**src/rtl/vec_ack_pkg.sv**
```systemverilog
package vec_ack_pkg;
  typedef enum logic [1:0] {
    ST_IDLE = 2'd0,
    ST_ACK  = 2'd1,
    ST_PUSH = 2'd2,
    ST_ADDR = 2'd3
  } ack_state_e;
endpackage

```
**src/rtl/vec_ack_sync.sv**
```systemverilog
module vec_ack_sync #(
  parameter int N_LINES = 3,
  parameter int STAGES  = 2
) (
  input  logic               clk_i,
  input  logic               rst_ni,
  input  logic [N_LINES-1:0] async_i,
  output logic [N_LINES-1:0] sync_o
);
  for (genvar g = 0; g < N_LINES; g++) begin : g_line
    logic [STAGES-1:0] sh_q;
    always_ff @(posedge clk_i or negedge rst_ni) begin
      if (!rst_ni) sh_q <= '0;
      else         sh_q <= {sh_q[STAGES-2:0], async_i[g]};
    end
    assign sync_o[g] = sh_q[STAGES-1];
  end
endmodule

```
**src/rtl/vec_ack_prio.sv**
```systemverilog
module vec_ack_prio #(
  parameter int N_LINES = 3,
  localparam int IDX_W  = (N_LINES > 1) ? $clog2(N_LINES) : 1
) (
  input  logic [N_LINES-1:0] req_i,
  output logic [N_LINES-1:0] grant_o,
  output logic [IDX_W-1:0]   idx_o,
  output logic               any_o
);
  // lowest index wins: scan downward so the last hit is the winner
  always_comb begin
    grant_o = '0;
    idx_o   = '0;
    for (int i = N_LINES - 1; i >= 0; i--) begin
      if (req_i[i]) begin
        grant_o    = '0;
        grant_o[i] = 1'b1;
        idx_o      = IDX_W'(i);
      end
    end
    any_o = |req_i;
  end
endmodule

```
**src/rtl/vec_ack_addr.sv**
```systemverilog
module vec_ack_addr #(
  parameter int N_LINES  = 3,
  parameter int EXT_W    = 16,
  parameter int BASE_W   = 7,
  parameter int VEC_W    = 9,
  parameter int VEC_STEP = 4,
  localparam int IDX_W   = (N_LINES > 1) ? $clog2(N_LINES) : 1,
  localparam int ADDR_W  = EXT_W + BASE_W + VEC_W
) (
  input  logic              clk_i,
  input  logic              rst_ni,
  input  logic              load_i,
  input  logic [IDX_W-1:0]  idx_i,
  input  logic [EXT_W-1:0]  ext_i,
  input  logic [BASE_W-1:0] base_i,
  output logic [ADDR_W-1:0] addr_o
);
  logic [VEC_W-1:0]  vec_sel;
  logic [ADDR_W-1:0] addr_q;

  always_comb vec_sel = VEC_W'(idx_i) * VEC_W'(VEC_STEP);

  always_ff @(posedge clk_i or negedge rst_ni) begin
    if (!rst_ni)     addr_q <= '0;
    else if (load_i) addr_q <= {ext_i, base_i, vec_sel};
  end

  assign addr_o = addr_q;
endmodule

```
**src/rtl/vec_ack_unit.sv**
```systemverilog
module vec_ack_unit #(
  parameter int N_LINES     = 3,
  parameter int EXT_W       = 16,
  parameter int BASE_W      = 7,
  parameter int VEC_W       = 9,
  parameter int VEC_STEP    = 4,
  parameter int SYNC_STAGES = 2,
  parameter int ACK_CYCLES  = 2,
  localparam int IDX_W      = (N_LINES > 1) ? $clog2(N_LINES) : 1,
  localparam int ADDR_W     = EXT_W + BASE_W + VEC_W,
  localparam int CNT_W      = $clog2(ACK_CYCLES + 1)
) (
  input  logic              clk_i,
  input  logic              rst_ni,
  input  logic [N_LINES-1:0] irq_ni,
  input  logic [EXT_W-1:0]  ext_i,
  input  logic [BASE_W-1:0] base_i,
  input  logic              boundary_i,
  input  logic              ei_i,
  input  logic              di_i,
  input  logic              push_done_i,
  output logic              ief1_o,
  output logic              ief2_o,
  output logic              ack_o,
  output logic              push_req_o,
  output logic [ADDR_W-1:0] vec_addr_o,
  output logic              vec_valid_o
);
  import vec_ack_pkg::*;

  logic [N_LINES-1:0] req_sync;
  logic [N_LINES-1:0] grant;
  logic [IDX_W-1:0]   win_idx;
  logic               any_req;
  logic               accept;
  logic               ief1_q, ief2_q;
  logic [CNT_W-1:0]   ack_cnt_q;
  ack_state_e         state_q;

  vec_ack_sync #(.N_LINES(N_LINES), .STAGES(SYNC_STAGES)) u_sync (
    .clk_i  (clk_i),
    .rst_ni (rst_ni),
    .async_i(~irq_ni),
    .sync_o (req_sync)
  );

  vec_ack_prio #(.N_LINES(N_LINES)) u_prio (
    .req_i  (req_sync),
    .grant_o(grant),
    .idx_o  (win_idx),
    .any_o  (any_req)
  );

  assign accept = (state_q == ST_IDLE) && ief1_q && boundary_i && any_req;

  vec_ack_addr #(
    .N_LINES(N_LINES), .EXT_W(EXT_W), .BASE_W(BASE_W),
    .VEC_W(VEC_W), .VEC_STEP(VEC_STEP)
  ) u_addr (
    .clk_i (clk_i),
    .rst_ni(rst_ni),
    .load_i(accept),
    .idx_i (win_idx),
    .ext_i (ext_i),
    .base_i(base_i),
    .addr_o(vec_addr_o)
  );

  // acceptance clear beats disable, disable beats enable
  always_ff @(posedge clk_i or negedge rst_ni) begin
    if (!rst_ni) begin
      ief1_q <= 1'b0;
      ief2_q <= 1'b0;
    end else if (accept || di_i) begin
      ief1_q <= 1'b0;
      ief2_q <= 1'b0;
    end else if (ei_i) begin
      ief1_q <= 1'b1;
      ief2_q <= 1'b1;
    end
  end

  always_ff @(posedge clk_i or negedge rst_ni) begin
    if (!rst_ni) begin
      state_q   <= ST_IDLE;
      ack_cnt_q <= '0;
    end else begin
      case (state_q)
        ST_IDLE: if (accept) begin
          state_q   <= ST_ACK;
          ack_cnt_q <= '0;
        end
        ST_ACK: begin
          if (ack_cnt_q == CNT_W'(ACK_CYCLES - 1)) state_q <= ST_PUSH;
          else ack_cnt_q <= ack_cnt_q + 1'b1;
        end
        ST_PUSH: if (push_done_i) state_q <= ST_ADDR;
        ST_ADDR: state_q <= ST_IDLE;
        default: state_q <= ST_IDLE;
      endcase
    end
  end

  assign ief1_o      = ief1_q;
  assign ief2_o      = ief2_q;
  assign ack_o       = (state_q == ST_ACK);
  assign push_req_o  = (state_q == ST_PUSH);
  assign vec_valid_o = (state_q == ST_ADDR);

  AST_GRANT_ONEHOT: assert property (@(posedge clk_i) disable iff (!rst_ni)
    $onehot0(grant) && (any_req == (grant != '0)));
  AST_ACCEPT_GATED: assert property (@(posedge clk_i) disable iff (!rst_ni)
    $rose(ack_o) |-> $past(ief1_o && boundary_i && (req_sync != '0)));
  AST_IEF_CLEARED: assert property (@(posedge clk_i) disable iff (!rst_ni)
    $rose(ack_o) |-> !ief1_o && !ief2_o);
  AST_ACK_HELD: assert property (@(posedge clk_i) disable iff (!rst_ni)
    $rose(ack_o) |=> ack_o);
  AST_ACK_NO_PUSH: assert property (@(posedge clk_i) disable iff (!rst_ni)
    ack_o |-> !push_req_o && !vec_valid_o);
  AST_PUSH_AFTER_ACK: assert property (@(posedge clk_i) disable iff (!rst_ni)
    $fell(ack_o) |-> push_req_o);
  AST_PUSH_HOLD: assert property (@(posedge clk_i) disable iff (!rst_ni)
    push_req_o && !push_done_i |=> push_req_o && !vec_valid_o);
  AST_VALID_AFTER_DONE: assert property (@(posedge clk_i) disable iff (!rst_ni)
    $rose(vec_valid_o) |-> $past(push_req_o && push_done_i));
  AST_VALID_PULSE: assert property (@(posedge clk_i) disable iff (!rst_ni)
    vec_valid_o |=> !vec_valid_o && !ack_o);
  AST_VEC_RANGE: assert property (@(posedge clk_i) disable iff (!rst_ni)
    vec_valid_o |-> (int'(vec_addr_o[VEC_W-1:0]) < N_LINES * VEC_STEP) &&
                    (int'(vec_addr_o[VEC_W-1:0]) % VEC_STEP == 0));
endmodule

```
**config.mk**
```make
export PLATFORM = sky130hd
export DESIGN_NAME = vec_ack_unit
export DESIGN_NICKNAME = d
export VERILOG_FILES = /design/src/rtl/vec_ack_pkg.sv /design/src/rtl/vec_ack_sync.sv /design/src/rtl/vec_ack_prio.sv /design/src/rtl/vec_ack_addr.sv /design/src/rtl/vec_ack_unit.sv
export SDC_FILE = /design/constraint.sdc
export NUM_CORES = 1
export LEC_CHECK = 0
export BUFFER_PORTS_ARGS = -buffer_cell sky130_fd_sc_hd__buf_2
export CORE_MARGIN = 2
export CORE_UTILIZATION = 47
export CTS_BUF_LIST = sky130_fd_sc_hd__clkbuf_16
export CTS_CLUSTER_DIAMETER = 80
export DETAILED_ROUTE_END_ITERATION = 6
export PLACE_DENSITY = 0.82
export SLEW_MARGIN = 25
export SYNTH_ARGS = -nofsm -noshare
export SYNTH_HDL_FRONTEND = slang
export SYNTH_SLANG_ARGS = --single-unit
export TNS_END_PERCENT = 5
```
**constraint.sdc**
```tcl
create_clock -name clk_i -period 2.7 [get_ports clk_i]
set_clock_uncertainty 0.2 [all_clocks]
set_input_delay 0.54 -clock clk_i [delete_from_list [all_inputs] [get_ports clk_i]]
set_output_delay 0.54 -clock clk_i [all_outputs]
set_load 0.05 [all_outputs]
```
After elaboration in Yosys (flattened, before gate mapping)

Cells that the tools add are included.

Register bits: 36
Bits of input ports: 32
Output and inout bits: 37
Word-level logic and storage cells: 39

Add/subtract/negate cells: 1
Equality and inequality tests: 8
Mux-type cells: 12
Bitwise logic cells: 1
Reduce and logical (&&, ||, !) cells: 10

Operators by type and width:

| operator                                                                | number |
|---|---|
| 2-bit 2-to-1 mux                                                        | 8 |
| 2-bit one-hot mux with 4 select lines                                   | 1 |
| 2-bit inequality test, second input constant                            | 3 |
| 3-bit AND reduction                                                     | 2 |
| 2-bit by 1-bit equality test with 1-bit output, second input constant   | 2 |
| 2-bit equality test, second input constant                              | 2 |
| 2-bit one-hot mux with 2 select lines                                   | 1 |
| 2-bit nonzero test                                                      | 2 |
| 1-bit logical AND                                                       | 3 |
| 3-bit NOT                                                               | 1 |
| 3-bit OR reduction                                                      | 1 |
| 2-bit by 1-bit adder with 2-bit output, second input constant           | 1 |
| 2-bit logical NOT                                                       | 1 |
| 1-bit 2-to-1 mux                                                        | 2 |
| 2-bit by 1-bit inequality test with 1-bit output, second input constant | 1 |
| 1-bit logical OR                                                        | 1 |

Depth between registers and ports, before layout

Depth after elaboration: 6
Mapped depth: 8
Mapped depth without buffers: 5

By module

Synthesis repeated with hierarchy kept, for this count alone.

Cell total of the unflattened synthesis: 117
Area, all modules: 1687.9 sq um

By module, submodules not included:

| module       | times used | cells an instance | area each (sq um) | sequential area each (sq um) |
|---|---|---|---|---|
| vec_ack_addr | 1          | 61                | 1089.8            | 625.6 |
| vec_ack_unit | 1          | 41                | 382.9             | 125.1 |
| vec_ack_sync | 1          | 9                 | 172.7             | 150.1 |
| vec_ack_prio | 1          | 6                 | 42.5              | 0.0 |

Worst setup path before layout

Ideal clock, no wire load.

Kind: flip-flop to flip-flop
From: register state_q[1]
To: register state_q[1]
Library setup time: 0.125 ns
Arrival: 1.715 ns
Data required time: 2.375 ns
Setup slack: 0.660 ns
Cell stages (with the launch flop): 6
Path buffers: 0
Period minus slack after synthesis: 2.040 ns
Cells stage by stage: dfrtp_1 inv_1 ha_1 nor2b_1 a221oi_1 mux2_2

Elaborated cells between the ends (all ways): 12
Classes of those cells: 6 x eq/ne; 1 x mux; 5 x reduce/logical

RTL lines:

| element                                                           | line               | source |
|---|---|---|
| from (decl)                                                       | vec_ack_unit.sv:38 | `ack_state_e state_q;` |
| from (signal assigned)                                            | vec_ack_unit.sv:85 | `state_q <= ST_IDLE;` |
| from (signal assigned)                                            | vec_ack_unit.sv:90 | `state_q <= ST_ACK;` |
| from (signal assigned)                                            | vec_ack_unit.sv:94 | `if (ack_cnt_q == CNT_W'(ACK_CYCLES - 1)) state_q <= ST_PUSH;` |
| 2-bit by 1-bit equality test with 1-bit output (*)                | n/a                |  |
| named net ack_o                                                   | vec_ack_unit.sv:24 | `output logic ack_o,` |
| 2-bit by 1-bit inequality test with 1-bit output (no source line) | n/a                |  |
| 3-bit AND reduction (no source line)                              | n/a                |  |

The timed path passes the listed nets; every way through them passes the cells marked *.
A chain may end at the register's enable or synchronous reset.

Final worst setup path

From: register state_q[0]
To: register u_addr.addr_q[9] (netlist: u_addr.addr_o[9])

Word-level cells in the longest chain between the ends: 4

Ends and longest elaborated chain:

| element                        | line               | source |
|---|---|---|
| 2-bit logical NOT              | vec_ack_unit.sv:54 | `assign accept = (state_q == ST_IDLE) && ief1_q && boundary_i && any_req;` |
| 1-bit logical AND (3 in a row) | vec_ack_unit.sv:54 |  |
| to (signal assigned)           | vec_ack_addr.sv:25 | `else if (load_i) addr_q <= {ext_i, base_i, vec_sel};` |
| to (decl)                      | vec_ack_addr.sv:19 | `logic [ADDR_W-1:0] addr_q;` |

No other way between the ends.

==> metrics.md <==
| Metric | Value |
|---|---|
| Sw Pwr | `around 1.4 mW` |
| Final setup vio count | `0` |
| CP max-delay cell | `dfrtp_1` |
| Initial antenna violation count | `0` |
| Post-CTS setup buffer count | `0` |
| Die Wd | `about 63 um` |
| DR vias | `around 1100` |
| Post-synth ARST share | `100.0%` |
| Startpoint type of the worst setup path | `register` |
| Switching Fraction | `roughly 47%` |
| CTS Buf Count | `5` |
| Die area | `about 4000 um2` |
| Area Overhead vs Synth | `26.18%` |
| Clock sink count | `36` |
| Die Y | `around 63 um` |
| Worst slew margin | `48.89%` |
| CTS Hold Bufs | `0` |
| Area leader, netlist | `dfrtp_1` |
| CP Capture Type | `register` |
| Fin area | `about 2100 um2` |
| Synthesized cell area | `1649 um2` |
| Setup_tns | `0 ps` |
| Pleak | `around 1.1 nW` |
| # diodes | `0` |
| Sequential area share after synthesis | `roughly 55%` |
| Yosys top cell area share | `between 50 and 60%` |
| Critical Path Fanout Max | `25` |
| Pwr dens | `1447 nW/um2` |
| EDFF count, synth | `0` |
| Flop pwr share | `between 30% and 40%` |
| Starting Density | `49.03%` |
| PostCTS Resize Cnt | `0` |
| Fraction of layout cells with a size suffix above 1 | `between 50% and 60%` |
| Post-Synthesis Cells | `approximately 110` |
| Initial DRC Count | `17` |
| Worst-Skew Late Latency | `270 ps` |
| Clock group share of total power | `roughly 18%` |
| Max-cap violations | `0` |
| Worst-path clk slew | `~50 ps` |
| CTS tree | `done` |
| Final period util | `between 80% and 90%` |
| RSZ-0062 raised after global routing | `no` |
| Worst-Margin Slew | `around 770 ps` |
| Worst min-delay path class | `input pin to asynchronous set/reset pin` |
| Top cells by count, synth | `36 x dfrtp_1, 18 x mux2_4, 9 x buf_4, 9 x inv_1` |
| FP Rows | `21` |
| TritonRoute pass-1 iters | `4` |
| Crit path buf inv count | `2` |
| Routed length per instance | `14.30 um` |
| Netlist cell types | `30` |
| #FFs+latches synth | `36` |
| CTS HTree Levels | `2` |
| DP Area | `between 1500 and 2000 um2` |
| YS warnings | `0` |
| Crit path max-delay family | `flip-flops` |
| Number of remaining DRC errors | `0` |
| Global-route wire length before repair | `approximately 5300 um` |
| Crit path time final | `2224 ps` |
| Outcome | `completed` |
| Class of the most critical setup path | `register to register` |
| Synth top area cells | `dfrtp_1 55%, mux2_4 16%, ha_1 4.6%` |
| Highest Clock Rate | `0.4495 GHz` |
| Max-slew violations | `0` |
| Number of vias per cell | `around 4.8` |
| Vias in the first global route | `around 1100` |
| Worst-path cell chain | `inv_1 > ha_1 > and3_1 > o21a_1 > buf_12 > mux2_2` |
| Grt ovf | `0` |
| Routed WL | `approximately 3200 um` |
| IR drop worst, VDD | `about 0.88 mV` |
| Root buf cell | `clkbuf_16` |
| Final Net Count | `215` |
| Gr usage total | `about 17%` |
| Port buffer count | `61` |
| CP peak stage delay | `about 420 ps` |
| Ys flop type | `dfrtp_1` |
| Placer Congestion | `approximately 0.76` |
| DRT antenna net count | `0` |
| I/O pin count | `69` |
| Worst Path Arrival | `about 2200 ps` |
| Syn_area_per_cell | `14.47 um2` |
| Combinational power share | `52.2%` |
| Top-count cell post-synth | `dfrtp_1` |
| Endpoints failing hold | `0` |
| Post-DP HPWL | `roughly 2400 um` |
| Core area | `3363 um2` |
| Pin count of the biggest net entering global routing | `37` |
| Worst path required time | `2660 ps` |
| CTS Buffer Depth | `2` |
| P_int | `about 1.6 mW` |
==> state kept, by name, summed over array words and instances (netlist names) <==
register / count
ief2_o: 1
ack_cnt_q: 2
state_q: 2
u_addr.addr_o: 25
u_sync.g_line.sh_q: 6
==> area by class of cell <==
class	instances	area (um2)
multi-input cells	63	623.1
repair buffers	62	325.3
inverters	9	33.78
clock inverters	3	15.01
well taps	46	57.56
clock buffers	5	125.1
flip-flops and latches	36	900.9
fillers	281	1282
==> power groups by stage <==
stage               clock network, mW  logic (mW)  registers, mW
detailed placement                  0        1.58          0.899
global route                    0.567        1.66          0.933
floorplan                           0       0.625           1.52
CTS                             0.541        1.58          0.902
finish                          0.534        1.57          0.905
global placement                    0        1.54          0.885
==> per-stage QoR <==
stage / power (mW) / std cells / utilization, % / hold slack, ps / worst slack, ps
after floorplan: 2.149 / 120 / - / 44.41 / 660.2
after global placement: 2.421 / 216 / 57.70 / 133.8 / 580.7
after detailed placement: 2.481 / 216 / 57.70 / 134.7 / 460.4
after CTS: 3.026 / 224 / 61.87 / 146.6 / 466.5
after global routing: 3.156 / 224 / 61.87 / 158.8 / 311.8
final: 3.010 / 224 / 61.87 / 142.5 / 475.5
==> kinds of logic (layout without fill, tap and decap cells) <==
group | after synthesis | after routing | share of synthesized area, %
other | 1 | 7 | 0.2274
buffers and inverters | 21 | 79 | 8.952
AND/OR/NAND/NOR | 11 | 11 | 3.794
flip-flops | 36 | 36 | 54.63
adder cells (fa/ha/maj) | 6 | 6 | 4.552
AO/OA/AOI/OAI | 15 | 15 | 7.360
multiplexers | 24 | 24 | 20.49
==> worst register-to-register path: stages (launching register included) <==
cell and delay [ps]:
dfrtp_1 420, inv_1 130, ha_1 290, and3_1 300
o21a_1 200, buf_12 210, mux2_2 360
==> layer usage <==
metal / wire, um / vias to the layer above / part of all wire, % / GRT usage, %
met4: 55 / 0 / 1.7 / 7.609
li1: - / 499 / - / -
met2: 1727 / 39 / 54 / 29.79
met5: 0 / - / 0 / 0
met3: 163 / 6 / 5.1 / 4.643
met1: 1257 / 523 / 39 / 20.74
==> cells in the final DEF (no fill, tap or decap), types with 2 or more instances in the layout <==
master,count
a2bb2oi_1,2
mux2_4,18
clkbuf_16,5
conb_1,7
inv_1,10
mux2_2,6
nor2_1,3
buf_2,61
a21oi_1,3
ha_1,6
dfrtp_1,36
nor2b_1,2
==> path summary, 6_finish.rpt <==
kind / to / cells after the start / from / slack (ps)
worst max-delay path: u_addr.addr_o[9] / 6 / state_q[0] / 480
worst min-delay path: u_addr.addr_o[14] / 1 / rst_ni / 140
worst max register to register: u_addr.addr_o[9] / 6 / state_q[0] / 480
worst min register to register: u_sync.g_line[1].sh_q[1] / 0 / u_sync.g_line[1].sh_q[0] / 140
max in group asynchronous: state_q[0] / 1 / rst_ni / 1670
min in group clk_i: u_sync.g_line[1].sh_q[1] / 0 / u_sync.g_line[1].sh_q[0] / 140
No activity file was read; power rests on OpenSTA's default activity.
